$ cat config.mk
export PLATFORM = sky130hd
export DESIGN_NAME = bpm_decoder
export DESIGN_NICKNAME = d
export VERILOG_FILES = /design/src/rtl/bpm_pkg.sv /design/src/rtl/bpm_edge_det.sv /design/src/rtl/bpm_trainer.sv /design/src/rtl/bpm_phase.sv /design/src/rtl/bpm_decoder.sv
export SDC_FILE = /design/constraint.sdc
export NUM_CORES = 1
export LEC_CHECK = 0
export BUFFER_PORTS_ARGS = -buffer_cell sky130_fd_sc_hd__buf_2
export CELL_PAD_IN_SITES_DETAIL_PLACEMENT = 2
export CELL_PAD_IN_SITES_GLOBAL_PLACEMENT = 2
export CORE_AREA = 2 2 116 118
export CTS_BUF_LIST = sky130_fd_sc_hd__clkbuf_8
export DETAILED_ROUTE_END_ITERATION = 6
export DIE_AREA = 0 0 118 120
export PLACE_DENSITY = 0.84
export SLEW_MARGIN = 20
export SYNTH_ARGS = -nofsm -noshare
export SYNTH_HDL_FRONTEND = slang
export SYNTH_HIERARCHICAL = 1
export SYNTH_SLANG_ARGS = --single-unit
export TNS_END_PERCENT = 100
$ cat constraint.sdc
create_clock -name clk_os -period 1.7 [get_ports clk_os]
set_input_delay 0.34 -clock clk_os [delete_from_list [all_inputs] [get_ports clk_os]]
set_output_delay 0.34 -clock clk_os [all_outputs]
set_load 0.005 [all_outputs]
$ cat src/rtl/bpm_pkg.sv
package bpm_pkg;

  typedef enum logic [0:0] {
    ST_TRAIN = 1'b0,
    ST_LOCK  = 1'b1
  } bpm_state_e;

endpackage

$ cat src/rtl/bpm_edge_det.sv
module bpm_edge_det #(
  parameter int SYNC_STAGES = 2
) (
  input  logic clk_i,
  input  logic rst_ni,
  input  logic line_i,
  output logic edge_o
);

  // sh_q[SYNC_STAGES-1] is the synchronized level; sh_q[SYNC_STAGES] is one cycle older
  logic [SYNC_STAGES:0] sh_q, sh_d;

  always_comb begin
    sh_d = {sh_q[SYNC_STAGES-1:0], line_i};
  end

  always_ff @(posedge clk_i or negedge rst_ni) begin
    if (!rst_ni) begin
      sh_q <= '0;
    end else begin
      sh_q <= sh_d;
    end
  end

  assign edge_o = sh_q[SYNC_STAGES] ^ sh_q[SYNC_STAGES-1];

endmodule

$ cat src/rtl/bpm_trainer.sv
module bpm_trainer
  import bpm_pkg::*;
#(
  parameter int CNT_W    = 8,
  parameter int AVG_LOG2 = 4,
  parameter int AGREE_N  = 4,
  parameter int NOM_PER  = 8
) (
  input  logic             clk_i,
  input  logic             rst_ni,
  input  logic             edge_i,
  output logic             lock_o,
  output logic [CNT_W-1:0] per_o
);

  localparam int ACC_W  = CNT_W + AVG_LOG2;
  localparam int ACC_W1 = ACC_W + 1;
  localparam int AGR_W  = $clog2(AGREE_N + 1);
  localparam logic [ACC_W1-1:0] RND = ACC_W1'(2 ** (AVG_LOG2 - 1));

  bpm_state_e          st_q, st_d;
  logic [CNT_W-1:0]    sil_q, sil_d;
  logic                armed_q, armed_d;
  logic [AVG_LOG2-1:0] n_q, n_d;
  logic [ACC_W-1:0]    acc_q, acc_d;
  logic [CNT_W-1:0]    per_q, per_d;
  logic [AGR_W-1:0]    agree_q, agree_d;

  logic [CNT_W-1:0]  sil_inc;
  logic              timeout;
  logic [ACC_W-1:0]  acc_sum;
  logic [ACC_W1-1:0] acc_rnd;
  logic [ACC_W1-1:0] avg_w;
  logic [CNT_W-1:0]  avg;
  logic [CNT_W-1:0]  dif;
  logic              near;
  logic [CNT_W-1:0]  per_step;

  // datapath: spacing, rounded window average, slewed period step
  always_comb begin
    sil_inc  = (&sil_q) ? sil_q : sil_q + 1'b1;
    timeout  = {1'b0, sil_inc} >= {per_q, 1'b0};
    acc_sum  = acc_q + ACC_W'(sil_inc);
    acc_rnd  = {1'b0, acc_sum} + RND;
    avg_w    = acc_rnd >> AVG_LOG2;
    avg      = (|avg_w[ACC_W1-1:CNT_W]) ? '1 : avg_w[CNT_W-1:0];
    dif      = (avg >= per_q) ? avg - per_q : per_q - avg;
    near     = dif <= CNT_W'(1);
    if (avg > per_q) begin
      per_step = per_q + 1'b1;
    end else if (avg < per_q) begin
      per_step = per_q - 1'b1;
    end else begin
      per_step = per_q;
    end
  end

  // next state
  always_comb begin
    st_d    = st_q;
    armed_d = armed_q;
    n_d     = n_q;
    acc_d   = acc_q;
    per_d   = per_q;
    agree_d = agree_q;
    sil_d   = edge_i ? '0 : sil_inc;
    unique case (st_q)
      ST_TRAIN: begin
        if (edge_i) begin
          if (!armed_q) begin
            armed_d = 1'b1;
            n_d     = '0;
            acc_d   = '0;
          end else if (&n_q) begin
            n_d   = '0;
            acc_d = '0;
            per_d = per_step;
            if (near) begin
              if (agree_q == AGR_W'(AGREE_N - 1)) begin
                st_d    = ST_LOCK;
                agree_d = '0;
              end else begin
                agree_d = agree_q + 1'b1;
              end
            end else begin
              agree_d = '0;
            end
          end else begin
            n_d   = n_q + 1'b1;
            acc_d = acc_sum;
          end
        end
      end
      ST_LOCK: begin
        if (!edge_i && timeout) begin
          st_d    = ST_TRAIN;
          armed_d = 1'b0;
          agree_d = '0;
          n_d     = '0;
          acc_d   = '0;
        end
      end
      default: st_d = ST_TRAIN;
    endcase
  end

  always_ff @(posedge clk_i or negedge rst_ni) begin
    if (!rst_ni) begin
      st_q    <= ST_TRAIN;
      sil_q   <= '0;
      armed_q <= 1'b0;
      n_q     <= '0;
      acc_q   <= '0;
      per_q   <= CNT_W'(NOM_PER);
      agree_q <= '0;
    end else begin
      st_q    <= st_d;
      sil_q   <= sil_d;
      armed_q <= armed_d;
      n_q     <= n_d;
      acc_q   <= acc_d;
      per_q   <= per_d;
      agree_q <= agree_d;
    end
  end

  assign lock_o = (st_q == ST_LOCK);
  assign per_o  = per_q;

  AST_PER_SLEW: assert property (@(posedge clk_i) disable iff (!rst_ni)
    (per_q == $past(per_q)) || (per_q == $past(per_q) + 1'b1) || (per_q == $past(per_q) - 1'b1));
  AST_LOCK_AFTER_EDGE: assert property (@(posedge clk_i) disable iff (!rst_ni)
    $rose(st_q == ST_LOCK) |-> $past(edge_i));
  AST_TIMEOUT_DROP: assert property (@(posedge clk_i) disable iff (!rst_ni)
    (st_q == ST_LOCK && !edge_i && timeout) |=> (st_q == ST_TRAIN));
  AST_PER_FROZEN: assert property (@(posedge clk_i) disable iff (!rst_ni)
    (st_q == ST_LOCK && $past(st_q) == ST_LOCK) |-> $stable(per_q));

endmodule

$ cat src/rtl/bpm_phase.sv
module bpm_phase #(
  parameter int CNT_W = 8
) (
  input  logic             clk_i,
  input  logic             rst_ni,
  input  logic             edge_i,
  input  logic             lock_i,
  input  logic [CNT_W-1:0] per_i,
  output logic             bclk_o,
  output logic             data_o
);

  logic [CNT_W-1:0] ph_q, ph_d;
  logic             clk_q, clk_d;
  logic             flag_q, flag_d;
  logic             data_q, data_d;

  logic [CNT_W-1:0] half, quarter, upper, pos;
  logic             blank, resync, mid;

  // blanking window over the central half of the learned period
  always_comb begin
    half    = per_i >> 1;
    quarter = per_i >> 2;
    upper   = per_i - quarter;
    pos     = (&ph_q) ? ph_q : ph_q + 1'b1;
    blank   = (pos >= quarter) && (pos < upper);
    resync  = edge_i && (!lock_i || !blank);
    mid     = edge_i && lock_i && blank;
  end

  always_comb begin
    ph_d   = resync ? '0 : pos;
    clk_d  = ph_d < half;
    flag_d = flag_q;
    data_d = data_q;
    if (!lock_i) begin
      flag_d = 1'b0;
      data_d = 1'b0;
    end else if (resync) begin
      data_d = flag_q;
      flag_d = 1'b0;
    end else if (mid) begin
      flag_d = flag_q | clk_q;
    end
  end

  always_ff @(posedge clk_i or negedge rst_ni) begin
    if (!rst_ni) begin
      ph_q   <= '0;
      clk_q  <= 1'b0;
      flag_q <= 1'b0;
      data_q <= 1'b0;
    end else begin
      ph_q   <= ph_d;
      clk_q  <= clk_d;
      flag_q <= flag_d;
      data_q <= data_d;
    end
  end

  assign bclk_o = clk_q & lock_i;
  assign data_o = data_q;

  AST_DATA_HOLD: assert property (@(posedge clk_i) disable iff (!rst_ni)
    (!$stable(data_q) && $past(lock_i)) |-> (ph_q == '0));
  AST_BLANK_NO_RESYNC: assert property (@(posedge clk_i) disable iff (!rst_ni)
    (lock_i && edge_i && blank) |=> (ph_q == $past(ph_q) + 1'b1));

endmodule

$ cat src/rtl/bpm_decoder.sv
module bpm_decoder #(
  parameter int SYNC_STAGES = 2,
  parameter int CNT_W       = 8,
  parameter int AVG_LOG2    = 4,
  parameter int AGREE_N     = 4,
  parameter int NOM_PER     = 8
) (
  input  logic clk_os,
  input  logic rst_n,
  input  logic line_in,
  output logic bit_clk,
  output logic data_out,
  output logic locked
);

  logic [1:0]       rs_q;
  logic             rst_int_n;
  logic             edge_w;
  logic             lock_w;
  logic [CNT_W-1:0] per_w;

  // reset asserts at once, releases on the clock
  always_ff @(posedge clk_os or negedge rst_n) begin
    if (!rst_n) begin
      rs_q <= 2'b00;
    end else begin
      rs_q <= {rs_q[0], 1'b1};
    end
  end
  assign rst_int_n = rs_q[1];

  bpm_edge_det #(.SYNC_STAGES(SYNC_STAGES)) u_edge (
    .clk_i  (clk_os),
    .rst_ni (rst_int_n),
    .line_i (line_in),
    .edge_o (edge_w)
  );

  bpm_trainer #(
    .CNT_W    (CNT_W),
    .AVG_LOG2 (AVG_LOG2),
    .AGREE_N  (AGREE_N),
    .NOM_PER  (NOM_PER)
  ) u_train (
    .clk_i  (clk_os),
    .rst_ni (rst_int_n),
    .edge_i (edge_w),
    .lock_o (lock_w),
    .per_o  (per_w)
  );

  bpm_phase #(.CNT_W(CNT_W)) u_phase (
    .clk_i  (clk_os),
    .rst_ni (rst_int_n),
    .edge_i (edge_w),
    .lock_i (lock_w),
    .per_i  (per_w),
    .bclk_o (bit_clk),
    .data_o (data_out)
  );

  assign locked = lock_w;

  AST_CLK_GATED: assert property (@(posedge clk_os) disable iff (!rst_int_n)
    !locked |-> !bit_clk);
  AST_DATA_GATED: assert property (@(posedge clk_os) disable iff (!rst_int_n)
    (!locked && !$past(locked)) |-> !data_out);

endmodule

==> impl_metrics.yaml, run 1 <==
synthesis:
  ys_ff_latch: 53
  ys.flop_type: "dfrtp_1"
  ys_seq_area_frac: 0.267
  syn_avg_cell_area_um2: 9.26
  netlist_area_mm2: 0.00497
  synth_cell_types: 78
  synthTopCellsByArea: "dfrtp_1, ha_1, o21ai_0"
  synth_top_area_share: 0.262
  synthCells: 537
  synthArstFlopShare: 1.00
  syn-num-nets: 613
  yosysWarningCount: 6
  yosys.area.top_type: "dfrtp_1"
  synth_edf_count: 0
placement:
  place.detailed.hpwl_mm: 19.1
  dp_cells: 892
  gp_congestion: 0.887
  portBuffers: 5
run_status:
  lastStage: "clock tree synthesis (4_1_cts)"
  first-error: "[ERROR DPL-0033] detailed placement checks failed during check placement."
  outcome: "stopped before the end"
cts:
  numClockSinks: 53
  postCtsHoldBufs: 1
  cts_max_path_buffers: 2
  cts_resized: 145
  root_buffer: "clkbuf_8"
  htreeDepth: 2
  post_cts_buffers: 39
  numCtsBuffers: 5
die:
  chipWidth_um: 118
  start_util: 0.383
  ios: 6
  fp-row-count: 42
  die_h_um: 120
[stage by stage]
stage	hold slack, ns	instance area (um2)	setup WS, ns	setup TNS (ns)
2_1_floorplan	0.0444	5240	-3.75	-71.74
3_5_place_dp	0.136	6840	-4.63	-99.17
3_3_place_gp	0.133	6840	-3.61	-77.91
[cells by family after synthesis]
family,share of synthesized area
compound gates,0.218
xor+xnor,0.0783
fa+ha+maj,0.191
buf+inv,0.0393
flops,0.267
mux,0.0320
other cells,0.000754
simple gates,0.173
[cells in the mapped netlist (7+ instances only)]
| cell | count |
|---|---|
| nand3_1 | 13 |
| a31oi_1 | 8 |
| o21ai_0 | 41 |
| a21oi_1 | 29 |
| ha_1 | 68 |
| xnor2_1 | 20 |
| mux2i_1 | 11 |
| clkbuf_1 | 8 |
| nand2_1 | 35 |
| o21a_1 | 9 |
| dfrtp_1 | 52 |
| inv_1 | 34 |
| a21o_1 | 14 |
| nor2_1 | 26 |
| a22o_1 | 9 |
| nand2b_1 | 10 |
| nand4_1 | 7 |
| and2_1 | 8 |
| nor2b_1 | 13 |
| xor2_1 | 12 |
==> run 2: changes to the inputs <==
CELL_PAD_IN_SITES_DETAIL_PLACEMENT = not set   (was 2)
CELL_PAD_IN_SITES_GLOBAL_PLACEMENT = not set   (was 2)
CORE_AREA = 2 2 115 117   (was 2 2 116 118)
CTS_BUF_LIST = not set   (was sky130_fd_sc_hd__clkbuf_8)
DIE_AREA = 0 0 117 119   (was 0 0 118 120)
PLACE_DENSITY = not set   (was 0.84)
PLACE_DENSITY_LB_ADDON = 0.15   (was not set)
clock period = 2.2 ns   (was 1.7 ns; I/O delays follow)
==> run 2 against run 1 <==
The flow now finishes, with violations (setup timing). Synthesized cell count unchanged. Synthesized area unchanged.
==> impl_metrics.yaml, run 2 <==
synthesis:
  synthCells: 537
  yosysWarningCount: 6
  netlist_area_mm2: 0.00497
  ys.flop_type: "dfrtp_1"
  synth-adder-area-share: 0.191
  yosysMostFrequentCell: "ha_1"
  synthTopCellsByArea: "dfrtp_1, ha_1, o21ai_0"
  synthTopCellsByCount: "ha_1, dfrtp_1, o21ai_0"
  synthArstFlopShare: 1.00
  yosys.area_share.simple: 0.173
  syn_avg_cell_area_um2: 9.26
  synth_mux_area_frac: 0.0320
  yosys.area.top_type: "dfrtp_1"
  synth-compound-area-share: 0.218
  synth_xor_area_frac: 0.0783
  syn-num-nets: 613
  ys_ff_latch: 53
  ys_seq_area_frac: 0.267
  synth_cell_types: 78
  synth_edf_count: 0
  synth_top_area_share: 0.262
  synth_top_family_by_area: "compound AO/OA/AOI/OAI gates"
global_routing:
  gr-usage-met2: 0.377
  grt_pass1_wl_mm: 23.7
  grt_pass1_vias: 5084
  grt_max_degree: 28
  grt-busiest-layer: "met2"
  use_met3: 0.0300
  track_usage: 0.212
  antenna_found_initial: 0
  overflow: 0
  met1_usage: 0.264
placement:
  dp_cells: 877
  place.detailed.hpwl_mm: 11.0
  portBuffers: 5
  dp_slack_ns: -3.23
  gp_congestion: 0.872
sta:
  rsz0062_at_grt: "true"
  skew_ns: 0.00399
  max_freq_mhz: 186
  slew_violations: 0
  setup_slack_ns: -3.18
  setup_viol: 40
  hold_ws_ns: 0.191
  min_period_over_period: 2.45
  fin_crit_ns: 5.38
  hold_viol: 0
route:
  dr.first_iter.drc_count: 204
  antenna_left: 0
  vias: 4773
  viasPerCell: 5.18
  post_drt_wl_per_cell_um: 15.5
  dr.pass1.iters: 4
  wirelength_mm: 14.3
  drc: 0
layout:
  antenna_cells: 0
  area_growth_pct: 52.4
  regMostFlops: "u_train/acc_q"
  final_cell_count_no_fill: 921
  layout.nets: 820
  final_cell_mix: "buf_4, ha_1, dfrtp_1"
  final_common_cell: "buf_4"
  largest_reg_flops: 12
  drive_gt1_frac: 0.460
  n_fill_cell: 1127
cts:
  clkLatencyLatePin_ns: 0.29
  cts_tree: "yes"
  numClockSinks: 53
  htreeDepth: 2
  root_buffer: "clkbuf_16"
  numCtsBuffers: 5
  clk_pin_slew_ns: 0.07
  cts_max_path_buffers: 2
worst_hold_path:
  hp-class: "flop to async pin"
die:
  die_h_um: 119
  coreArea_mm2: 0.0129
  dieArea_mm2: 0.0139
  fp-row-count: 42
  ios: 6
  start_util: 0.386
  chipWidth_um: 117
power_and_ir_drop:
  ir_drop_mv: 0.902
  leakage_nw: 3.66
  power.density_mw_per_mm2: 1850
worst_setup_path:
  slowest_delay_ns: 0.41
  cp.required_ns: 2.42
  r2r_cells: 29
  cp.depth: 29
  arrival_ns: 5.61
  cp_slowest_cell: "dfrtp_1"
  crit_type: "flop to flop"
  critical_path.startpoint_type: "flop"
  crit_path_end_kind: "flop"
  critical_path.top_delay_family: "compound AO/OA/AOI/OAI gates"
  cp_num_buf_inv: 2
  cp_max_fo: 5
run_status:
  outcome: "finished with violations"
  violations: "setup timing"
run:
  drv_cap: 0
## run 2: cell counts after synthesis
Identical to the previous run, type by type.
## run 2: area by class of cell
cell class                 instances  area (um2)  share of cell area
timing repair buffer             213        1720               0.227
tap                              176         220              0.0291
sequential                        53        1330               0.176
inverter                          34         128              0.0168
multi-input combinational        437        4040               0.533
clock inverter                     2        10.0             0.00132
clock buffer                       6         129              0.0170
## run 2: worst reg2reg max path: cells and delay by family (launching register included)
family | cells | cell delay, ns
adders and majority gates | 6 | 1.48
DFF | 1 | 0.41
and+or+nand+nor | 6 | 0.91
muxes | 1 | 0.28
buffers and inverters | 2 | 0.22
xor gates and xnor gates | 3 | 0.43
AOI/OAI and AO/OA | 11 | 1.57
## run 2: power by group
| group | internal [mW] | switching [mW] | total [mW] |
|---|---|---|---|
| Sequential | 1.15 | 0.165 | 1.32 |
| Combinational | 6.37 | 5.52 | 11.9 |
| Clock | 0.420 | 0.362 | 0.781 |
## run 2: routing by layer
metal  part of all wire  vias to the layer above
li1                   -                     2377
met1               0.43                     2323
met2               0.53                       50
met3              0.023                       23
met4              0.018                        0
met5                  0                        -
## run 2: path summary, 6_finish.rpt
path	start	endpoint	slack, ns
min in group clk_os	line_in	u_edge/sh_q[0]$_DFF_PN0_	0.25
max in group asynchronous	rs_q[1]$_DFF_PN0_	u_train/sil_q[0]$_DFF_PN0_	1.49
hold reg to reg	rs_q[1]$_DFF_PN0_	u_train/per_o[2]$_DFFE_PN0P_	0.19
setup reg to reg	u_train/sil_q[1]$_DFF_PN0_	u_train/per_o[6]$_DFFE_PN0P_	-3.18
hold / removal	rs_q[1]$_DFF_PN0_	u_train/per_o[2]$_DFFE_PN0P_	0.19
setup / recovery	u_train/sil_q[1]$_DFF_PN0_	u_train/per_o[6]$_DFFE_PN0P_	-3.18
## run 2: timing repair
| item | 4_1_cts | 5_1_grt |
|---|---|---|
| resized for setup | 58 | 48 |
| setup endpoints to repair | 40 | 40 |
| pin swaps | 28 | 32 |
| endpoints found under the hold margin | 2 | 0 |
| hold buffers | 1 | 0 |
| buffers inserted | 21 | 16 |
## run 2: cell families (layout without fill, tap and decap cells)
family                     Yosys count  after routing
adders and majority gates           73             73
other                                1              1
buffers and inverters               47            255
xor gates and xnor gates            38             38
and+or+nand+nor                    151            151
AOI/OAI and AO/OA                  159            159
DFF                                 53             53
muxes                               15             15
## run 2: through the flow
| step | power (mW) | TNS [ns] | area (um2) | util |
|---|---|---|---|---|
| after global placement | 11.0 | -58.18 | 6710 | 0.521 |
| after floorplan | 7.47 | -51.74 | 5240 | - |
| after global routing | 15.2 | -68.49 | 7580 | 0.588 |
| after CTS | 13.2 | -60.75 | 7250 | 0.563 |
| after detailed placement | 11.4 | -60.46 | 6710 | 0.521 |
| final | 14.0 | -61.47 | 7580 | 0.588 |
(Power assumes the default switching activity.)
